**src/rtl/link_dir_pkg.sv**
```systemverilog
package link_dir_pkg;

  typedef enum logic [1:0] {
    LD_RECV = 2'b01,
    LD_TURN = 2'b00,
    LD_XMIT = 2'b10
  } ld_state_t;

  function automatic logic ld_drives(input ld_state_t s);
    return s == LD_XMIT;
  endfunction

  function automatic logic ld_listens(input ld_state_t s);
    return s == LD_RECV;
  endfunction

endpackage

```
**src/rtl/link_req_delay.sv**
```systemverilog
module link_req_delay #(
  parameter int unsigned WIDTH = 1
) (
  input  logic             clk,
  input  logic             rst_n,
  input  logic [WIDTH-1:0] d,
  output logic [WIDTH-1:0] q
);
  always_ff @(posedge clk or negedge rst_n) begin
    if (!rst_n) q <= '0;
    else        q <= d;
  end
endmodule

```
**src/rtl/link_dir_fsm.sv**
```systemverilog
module link_dir_fsm
  import link_dir_pkg::*;
#(
  parameter bit HIGH_PRIO = 1'b0
) (
  input  logic clk,
  input  logic rst_n,
  input  logic chan_req,
  input  logic in_req,
  output logic out_req,
  output logic tx_en,
  output logic rx_en
);
  localparam ld_state_t RESET_ST = HIGH_PRIO ? LD_XMIT : LD_RECV;

  ld_state_t state_q, state_d;
  logic      lo_req_now;
  logic      lo_req_prev;
  logic      take_link;
  logic      give_link;

  // previous-cycle request of the low-priority end, seen identically at both ends
  assign lo_req_now = HIGH_PRIO ? in_req : chan_req;

  link_req_delay #(.WIDTH(1)) u_hist (
    .clk  (clk),
    .rst_n(rst_n),
    .d    (lo_req_now),
    .q    (lo_req_prev)
  );

  // both ends evaluate the same condition, so the handover is atomic
  assign take_link = chan_req && (!in_req || (HIGH_PRIO && !lo_req_prev));
  assign give_link = in_req && (!chan_req || (!HIGH_PRIO && !lo_req_prev));

  always_comb begin
    state_d = state_q;
    unique case (state_q)
      LD_RECV: if (take_link) state_d = LD_TURN;
      LD_TURN: state_d = give_link ? LD_RECV : LD_XMIT;
      LD_XMIT: if (give_link) state_d = LD_RECV;
      default: state_d = RESET_ST;
    endcase
  end

  always_ff @(posedge clk or negedge rst_n) begin
    if (!rst_n) state_q <= RESET_ST;
    else        state_q <= state_d;
  end

  assign out_req = chan_req;
  assign tx_en   = ld_drives(state_q);
  assign rx_en   = ld_listens(state_q);
endmodule

```
**src/rtl/link_dir_pair.sv**
```systemverilog
module link_dir_pair (
  input  logic clk,
  input  logic rst_n,
  input  logic hi_chan_req,
  input  logic lo_chan_req,
  output logic hi_out_req,
  output logic lo_out_req,
  output logic hi_tx_en,
  output logic hi_rx_en,
  output logic lo_tx_en,
  output logic lo_rx_en
);
  localparam int unsigned NUM_ENDS = 2;

  logic [NUM_ENDS-1:0] chan_vec;
  logic [NUM_ENDS-1:0] req_vec;
  logic [NUM_ENDS-1:0] tx_vec;
  logic [NUM_ENDS-1:0] rx_vec;

  assign chan_vec = {lo_chan_req, hi_chan_req};

  for (genvar i = 0; i < NUM_ENDS; i++) begin : g_end
    link_dir_fsm #(.HIGH_PRIO(i == 0)) u_ctrl (
      .clk     (clk),
      .rst_n   (rst_n),
      .chan_req(chan_vec[i]),
      .in_req  (req_vec[NUM_ENDS-1-i]),
      .out_req (req_vec[i]),
      .tx_en   (tx_vec[i]),
      .rx_en   (rx_vec[i])
    );
  end

  assign hi_out_req = req_vec[0];
  assign lo_out_req = req_vec[1];
  assign hi_tx_en   = tx_vec[0];
  assign hi_rx_en   = rx_vec[0];
  assign lo_tx_en   = tx_vec[1];
  assign lo_rx_en   = rx_vec[1];
endmodule

```
**config.mk**
```make
export PLATFORM = sky130hd
export DESIGN_NAME = link_dir_pair
export DESIGN_NICKNAME = d
export VERILOG_FILES = /design/src/rtl/link_dir_pkg.sv /design/src/rtl/link_req_delay.sv /design/src/rtl/link_dir_fsm.sv /design/src/rtl/link_dir_pair.sv
export SDC_FILE = /design/constraint.sdc
export NUM_CORES = 1
export LEC_CHECK = 0
export ABC_AREA = 1
export BUFFER_PORTS_ARGS = -buffer_cell sky130_fd_sc_hd__buf_2
export CAP_MARGIN = 20
export CORE_AREA = 2 2 39 41
export DETAILED_ROUTE_END_ITERATION = 12
export DIE_AREA = 0 0 41 43
export PLACE_DENSITY = 0.4
export SLEW_MARGIN = 15
export SYNTH_ARGS = -nofsm -noshare
export SYNTH_HDL_FRONTEND = slang
export SYNTH_HIERARCHICAL = 1
export SYNTH_SLANG_ARGS = --single-unit
```
**constraint.sdc**
```tcl
create_clock -name clk -period 0.9 [get_ports clk]
set_input_delay 0.18 -clock clk [delete_from_list [all_inputs] [get_ports clk]]
set_output_delay 0.18 -clock clk [all_outputs]
set_load 0.05 [all_outputs]
```
==> impl_summary.log, run 1 <==
[metrics] status: complete, but fails checks
[metrics] violations in the final reports: negative setup slack
[metrics] via count of the first global-routing pass: between 200 and 250
[metrics] Worst R2R Start: g_end[1].u_ctrl/state_q[0]
[metrics] Crit path arrival time: ~1.1 ns
[metrics] horizontal die dimension: between 40 and 50 um
[metrics] Hold Crit Endpoint: g_end[1].u_ctrl/u_hist/q
[metrics] fillers: around 150
[metrics] 1st-pass router iterations: 1
[metrics] final cycle utilization of the critical path: 138%
[metrics] clock root buffer master: clkbuf_4
[metrics] final-report hold violation count: 0
[metrics] total detailed-routing wirelength: a little over 500 um
[metrics] R2R cell count: 7
[metrics] num rows: 14
[metrics] Internal Power: approximately 0.61 mW
[metrics] post-layout min period: about 1.2 ns
[metrics] Post-Place Setup Slack: -0.197 ns
[metrics] number of CTS-inserted buffers: 3
[metrics] Sequential cell area: roughly 150 sq um
[metrics] worst setup slack after layout: -0.340 ns
[metrics] sequential power share: between 30% and 40%
[metrics] total leakage power: roughly 0.26 nW
[metrics] most instantiated flip-flop cell in the synthesis netlist: dfrtp_1
[metrics] Synth Warn #: 6
[metrics] Ports: 10
[metrics] Skew-Pair Late Insertion Delay: 0.24 ns
[metrics] layout cells sized above 1: 58.8%
[metrics] WHS Path Cells: 1
[metrics] Core Region: 0.00138 sq mm
[metrics] RSZ-0062 raised after global routing: yes
[metrics] Worst setup EP type: primary output
[metrics] CTS tree: built
[metrics] chip height: approximately 43 um
[metrics] post-synthesis adder-cell area fraction: 0%
[metrics] area fraction in compound gates after synthesis: 0%
[metrics] Max stage delay cell, worst path: dfstp_2
[metrics] area of the multi-input gates: roughly 100 sq um
[metrics] Crit path max-delay family: flip-flops
[metrics] Post-layout nets: 57
[metrics] Max transition margin: 83.5%
[metrics] class of the worst hold path: input pin to flop
[metrics] ranking of synthesized cells by area: dfrtp_1 37%, dfstp_2 19%, nand2_1 15%
[metrics] Fmax achieved: around 0.8 GHz
[metrics] path type of the worst setup path: flop to primary output
[metrics] final number of max-transition violations: 0
[metrics] leading cell type by number of instances after synthesis: nand2_1
[metrics] area share of xor/xnor cells in the synthesized design: 0%
[metrics] Netlist cell types: 9
[metrics] post-layout util: approximately a third
[metrics] Port Buffer Count: 9
[metrics] Max stage delay on crit path: approximately 0.53 ns
[metrics] Reg2Reg Setup Slack: -0.16 ns
[metrics] number of antenna violations at the first check in global routing: 0
[metrics] synthesized area per cell: 7.99 sq um
[metrics] Post-synth EDFFs: 0
[metrics] number of instances in the synthesized netlist: 34
[metrics] overflow left after global routing: 0
[metrics] initial core utilization: between 15 and 20%
[metrics] count of endpoints failing setup in the final report: 6
[metrics] maximum number of pins on one net before global-route repair: 8
[metrics] post-synthesis instance area: 272 sq um
[metrics] area of the die: 0.00176 sq mm
[metrics] Final Wtd Congestion: ~0.59
[metrics] share of synthesized registers carrying an async set or reset: 100%
[metrics] Worst Hold Launch: lo_chan_req
[metrics] Bufs and invs on worst path: 2
[metrics] clock transition at the register clock pins on the worst setup and hold paths after CTS: 0.04 ns
[metrics] H-tree levels: 1
[metrics] total number of vias: roughly 240
[metrics] total power divided by cell area: roughly 2000 mW/mm^2
[metrics] library cell occupying the most area in the post-synthesis netlist: dfrtp_1
[metrics] clock network fraction of total power: roughly a quarter
[metrics] chain of cells forming the critical path: inv_2 > nor2_4 > buf_8
[metrics] share of the yosys chip area belonging to registers: approximately 56%
[metrics] required time of the worst setup path: 0.72 ns
[metrics] largest voltage drop on the vdd net: about 1200 uV
[metrics] top cells by instance count after synthesis: 11 x nand2_1, 8 x inv_1, 4 x dfrtp_1
[metrics] wire length of the first global-routing pass: between 900 and 1000 um
[metrics] clock net sink count: 6
[metrics] Comb power frac: 38.3%
[metrics] Psw: between 0.3 and 0.4 mW
[metrics] DRC Markers: 0
[metrics] initial detailed-routing violation count: 0
[metrics] average detailed-routed wire length per instance: 7.70 um
[metrics] kind of launch point of the worst setup path: flop
[metrics] global routing usage summed across all routing layers: under 10%
[metrics] peak fanout along the critical path: 2
[metrics] clock buffer depth: 2
[metrics] antenna fix cells: 0
[metrics] vias per inst: 3.55
[metrics] proportion of synthesized area in mux cells: 0%
[metrics] area share of the largest cell type after synthesis: 36.9%
[metrics] Area growth syn-to-layout: 72.8%
[metrics] Routed Antenna Nets: 0
[metrics] count of state elements after synthesis: 6
[metrics] post-synthesis simple-gate area fraction: around 26%
[metrics] max-cap violations: 0
[metrics] Post-Syn Nets: 38
[metrics] actual slew at the worst max-slew pin: 0.249 ns
[metrics] share of total power consumed by net switching: 33.2%
[metrics] combinational family with the most area after synthesis: simple AND/OR/NAND/NOR gates
[metrics] r2r endpoint: g_end[1].u_ctrl/state_q[0]
[metrics] Final Skew: 0.000126 ns
==> placed cells by master (no fill, tap or decap) <==
master         Yosys  layout
clkbuf_4           0       3
nand3_1            1       1
inv_2              1       4
nand2_1           11       9
dlygate4sd3_1      0       1
nand2_4            0       1
nor2_2             2       1
buf_4              2       4
inv_1              8       5
nor2_1             3       1
buf_6              0       4
nor2_4             0       3
dfrtp_1            4       4
buf_8              0       2
dfstp_2            2       2
nand2_2            0       1
buf_2              0       5
==> worst reg2reg max path, delay by kind of cell (launching register included) <==
| kind | cells | cell delay, ns |
|---|---|---|
| flip-flops | 1 | 0.53 |
| AND/OR/NAND/NOR | 3 | 0.18 |
| buffers and inverters | 4 | 0.28 |
==> state kept, by name, indices dropped and copies added (netlist names) <==
| register | flops |
|---|---|
| g_end.u_ctrl/u_hist/q | 2 |
| g_end.u_ctrl/state_q | 4 |
==> per-stage QoR <==
step	power [mW]	setup TNS [ns]	cells	hold slack (ns)	area (sq um)
detailed placement	0.602	-0.756	62	0.0140	379
finish	0.919	-1.56	67	0.126	469
CTS	0.930	-1.69	68	0.123	468
floorplan	0.513	-0.643	34	-0.116	292
global route	0.983	-1.83	67	0.123	469
global placement	0.603	-0.744	62	0.0165	379
==> cell families after synthesis <==
logic type | after synthesis
and+or+nand+nor | 17
buffers and inverters | 11
DFF | 6
==> repair_timing <==
action | CTS | global route
gates resized for setup | 14 | 3
hold buffers | 1 | 0
hold endpoints to repair | 6 | 0
pin swaps | 3 | 0
gates cloned | 0 | 0
setup endpoints to repair | 7 | 7
buffers inserted | 3 | 0
==> power groups by stage <==
stage,Combinational (mW),Clock [mW],Sequential [mW]
5_1_grt,0.379,0.274,0.330
2_1_floorplan,0.181,0,0.332
3_3_place_gp,0.273,0,0.330
4_1_cts,0.347,0.255,0.328
6_report,0.352,0.239,0.328
3_5_place_dp,0.272,0,0.330
==> area by class of cell <==
type                            count  share of cell area, %
Clock buffer                        3                   4.80
Inverter                            9                   7.20
Multi-Input combinational cell     17                   21.3
Sequential cell                     6                   32.5
Tap cell                           16                   4.27
Timing Repair Buffer               16                   29.9
==> how the worst max path moves through the flow <==
stage | startpoint | endpoint | slack (ns) | depth (start not counted)
detailed placement | g_end[1].u_ctrl/state_q[0] | lo_rx_en | -0.20 | 3
finish | g_end[1].u_ctrl/state_q[0] | lo_rx_en | -0.34 | 3
global route | g_end[1].u_ctrl/state_q[0] | lo_rx_en | -0.39 | 3
global placement | g_end[1].u_ctrl/state_q[0] | lo_rx_en | -0.18 | 3
floorplan | g_end[1].u_ctrl/state_q[0] | g_end[1].u_ctrl/state_q[0] | -0.20 | 5
CTS | g_end[1].u_ctrl/state_q[0] | lo_rx_en | -0.35 | 3
==> metal layers <==
metal	track usage [%]	share of wire [%]
met5	0	0
met4	4.00	0
met3	7.33	11
met2	11.6	47
met1	8.50	42
No activity file was read; power rests on OpenSTA's default activity.
==> run 2: changes to the inputs <==
--- a/config.mk
+++ b/config.mk
@@ -12,6 +12,7 @@
 export DETAILED_ROUTE_END_ITERATION = 12
 export DIE_AREA = 0 0 41 43
 export PLACE_DENSITY = 0.4
+export SETUP_SLACK_MARGIN = 0.5
 export SLEW_MARGIN = 15
 export SYNTH_ARGS = -nofsm -noshare
 export SYNTH_HDL_FRONTEND = slang
==> run 2 against run 1 <==
Net effect: the flow finishes with violations (negative hold slack, negative setup slack); register-to-register slack improved by 0.08 ns; die area unchanged; setup slack improved by 0.0014 ns; sequential cell count unchanged; critical endpoint is now hi_tx_en; largest power group unchanged.
==> impl_summary.log, run 2 (synthesis results as in run 1) <==
[metrics] final hold slack: -0.250 ns (-0.376 ns)
[metrics] Largest Register: g_end.u_ctrl/state_q
[metrics] R2R cell count: 6 (-1)
[metrics] wire length of the first global-routing pass: 828 um (-11%)
[metrics] total leakage power: 0.289 nW (+12%)
[metrics] Final Skew: 0.00806 ns (+0.00794 ns)
[metrics] 1st-pass router iterations: 2 (+1)
[metrics] max-cap violations: 0 (unchanged)
[metrics] initial core utilization: 19.6% (unchanged)
[metrics] Final Wtd Congestion: 0.629 (+6.2%)
[metrics] total number of vias: 249 (+4.6%)
[metrics] global routing usage summed across all routing layers: 7.71% (-0.67 points)
[metrics] violations in the final reports: negative hold slack, negative setup slack
[metrics] Max transition margin: 90.2% (+6.7 points)
[metrics] class of the worst hold path: input pin to asynchronous set/reset pin
[metrics] antenna fix cells: 0 (unchanged)
[metrics] Final Power: 0.973 mW (+5.9%)
[metrics] final number of max-transition violations: 0 (unchanged)
[metrics] Worst setup EP type: primary output
[metrics] fillers: 144 (-1.4%)
[metrics] max reg flops: 4 (unchanged)
[metrics] total power divided by cell area: 1830 mW/mm^2 (-6.4%)
[metrics] clock buffer depth: 2 (unchanged)
[metrics] number of antenna violations at the first check in global routing: 0 (unchanged)
[metrics] most common cell after layout, fill and taps aside: nand2_1
[metrics] Post-layout nets: 58 (+1.8%)
[metrics] Port Buffer Count: 9 (unchanged)
[metrics] chip height: 43 um (unchanged)
[metrics] clock net sink count: 6 (unchanged)
[metrics] required time of the worst setup path: 0.72 ns (about the same)
[metrics] count of endpoints failing setup in the final report: 6 (unchanged)
[metrics] post-layout min period: 1.24 ns (-0.00144 ns)
[metrics] Core Region: 0.00138 sq mm (unchanged)
[metrics] Crit path arrival time: 1.06 ns (about the same)
[metrics] clock root buffer master: clkbuf_4
[metrics] number of CTS-inserted buffers: 3 (unchanged)
[metrics] largest voltage drop on the vdd net: 741 uV (-37%)
[metrics] status: complete, but fails checks
[metrics] CTS tree: built
[metrics] Fmax achieved: 0.808 GHz (+0.12%)
[metrics] Post-Place Setup Slack: -0.192 ns (+0.00469 ns)
[metrics] HPWL after DPL: 397 um
[metrics] Area growth syn-to-layout: 95.4%
[metrics] final cycle utilization of the critical path: 138% (-0.16 points)
[metrics] initial detailed-routing violation count: 1 (+1)
[metrics] final-report hold violation count: 6 (+6)
[metrics] Skew-Pair Late Insertion Delay: 0.25 ns (about the same)
[metrics] commonest cells after routing, fill and taps aside: 8 x nand2_1, 6 x buf_8, 5 x inv_1, 5 x buf_6, 5 x buf_4
[metrics] kind of launch point of the worst setup path: flop
[metrics] area of the die: 0.00176 sq mm (unchanged)
[metrics] horizontal die dimension: 41 um (unchanged)
[metrics] worst setup slack after layout: -0.338 ns (+0.00144 ns)
[metrics] DRC Markers: 0 (unchanged)
[metrics] overflow left after global routing: 0 (unchanged)
[metrics] RSZ-0062 raised after global routing: yes
[metrics] via count of the first global-routing pass: 220 (-11%)
[metrics] Routed Antenna Nets: 0 (unchanged)
[metrics] clock transition at the register clock pins on the worst setup and hold paths after CTS: 0.05 ns (about the same)
[metrics] path type of the worst setup path: flop to primary output
[metrics] largest registers: g_end.u_ctrl/state_q: 4 flops, g_end.u_ctrl/u_hist/q: 2 flops
[metrics] Ports: 10 (unchanged)
[metrics] layout cells sized above 1: 64.2% (+5.3 points)
[metrics] total detailed-routing wirelength: 575 um (+11%)
[metrics] num rows: 14 (unchanged)
[metrics] vias per inst: 3.61 (+1.6%)
[metrics] H-tree levels: 1 (unchanged)
[metrics] Fin Setup TNS: -1.48 ns (+0.0795 ns)
[metrics] actual slew at the worst max-slew pin: 0.147 ns (-0.102 ns)
[metrics] average detailed-routed wire length per instance: 8.33 um (+8.2%)
[metrics] peak fanout along the critical path: 2 (unchanged)
[metrics] maximum number of pins on one net before global-route repair: 7 (-1)
run 2: cell count changes in the layout (fill, tap and decap cells not counted):
| cell | before | now |
|---|---|---|
| dlygate4sd3_1 | 1 | 0 |
| nand2_1 | 9 | 8 |
| buf_4 | 4 | 5 |
| buf_2 | 5 | 1 |
| nand2_4 | 1 | 2 |
| buf_6 | 4 | 5 |
| buf_8 | 2 | 6 |
| dfrtp_2 | 0 | 1 |
| clkbuf_1 | 0 | 1 |
| dfrtp_1 | 4 | 3 |
run 2: worst max-delay path, stage by stage (launching register included):
cell and delay, ns:
dfstp_2 0.54, inv_2 0.05, nor2_4 0.07, buf_6 0.16
run 2: cell type report:
| class | instances | area [sq um] | area share [%] |
|---|---|---|---|
| repair buffers | 17 | 189 | 35.6 |
| flip-flops and latches | 6 | 154 | 29.0 |
| multi-input cells | 17 | 108 | 20.3 |
| inverters | 9 | 33.8 | 6.37 |
| clock buffers | 4 | 26.3 | 4.95 |
| well taps | 16 | 20.0 | 3.77 |
run 2: repair_timing:
item	CTS	global route
pin swaps	2	2
gates resized for setup	22	10
setup endpoints to repair	10	10
buffers inserted	3	1
endpoints found under the hold margin	6	6
run 2: metal layers:
metal | vias up | track usage, % | part of all wire (%)
met1 | 109 | 9.63 | 50
li1 | 130 | - | -
met3 | 2 | 3.14 | 4.9
met2 | 8 | 9.06 | 42
met4 | 0 | 8.00 | 3.3
met5 | - | 0 | 0
run 2: report_power, final:
group	switching, mW	internal, mW	total [mW]
registers	0.0230	0.308	0.331
logic	0.199	0.175	0.375
clock network	0.0997	0.168	0.268
total	0.322	0.651	0.973
run 2: worst paths after layout:
check                           slack [ns]                  startpoint                          to
worst max-delay path                 -0.34  g_end[0].u_ctrl/state_q[1]                    hi_tx_en
worst min-delay path                 -0.25                       rst_n    g_end[1].u_ctrl/u_hist/q
worst max register to register       -0.08  g_end[0].u_ctrl/state_q[1]  g_end[0].u_ctrl/state_q[1]
worst min register to register        0.56    g_end[0].u_ctrl/u_hist/q  g_end[0].u_ctrl/state_q[0]
max in group asynchronous             0.92                       rst_n  g_end[0].u_ctrl/state_q[1]
min in group clk                      0.17                 lo_chan_req    g_end[1].u_ctrl/u_hist/q
run 2: per-stage QoR:
step	std cells	instance area (sq um)	util, %
after floorplan	34	317	-
after global placement	61	372	26.9
after detailed placement	61	372	26.9
after CTS	68	492	35.5
after global routing	69	531	38.3
final	69	531	38.3
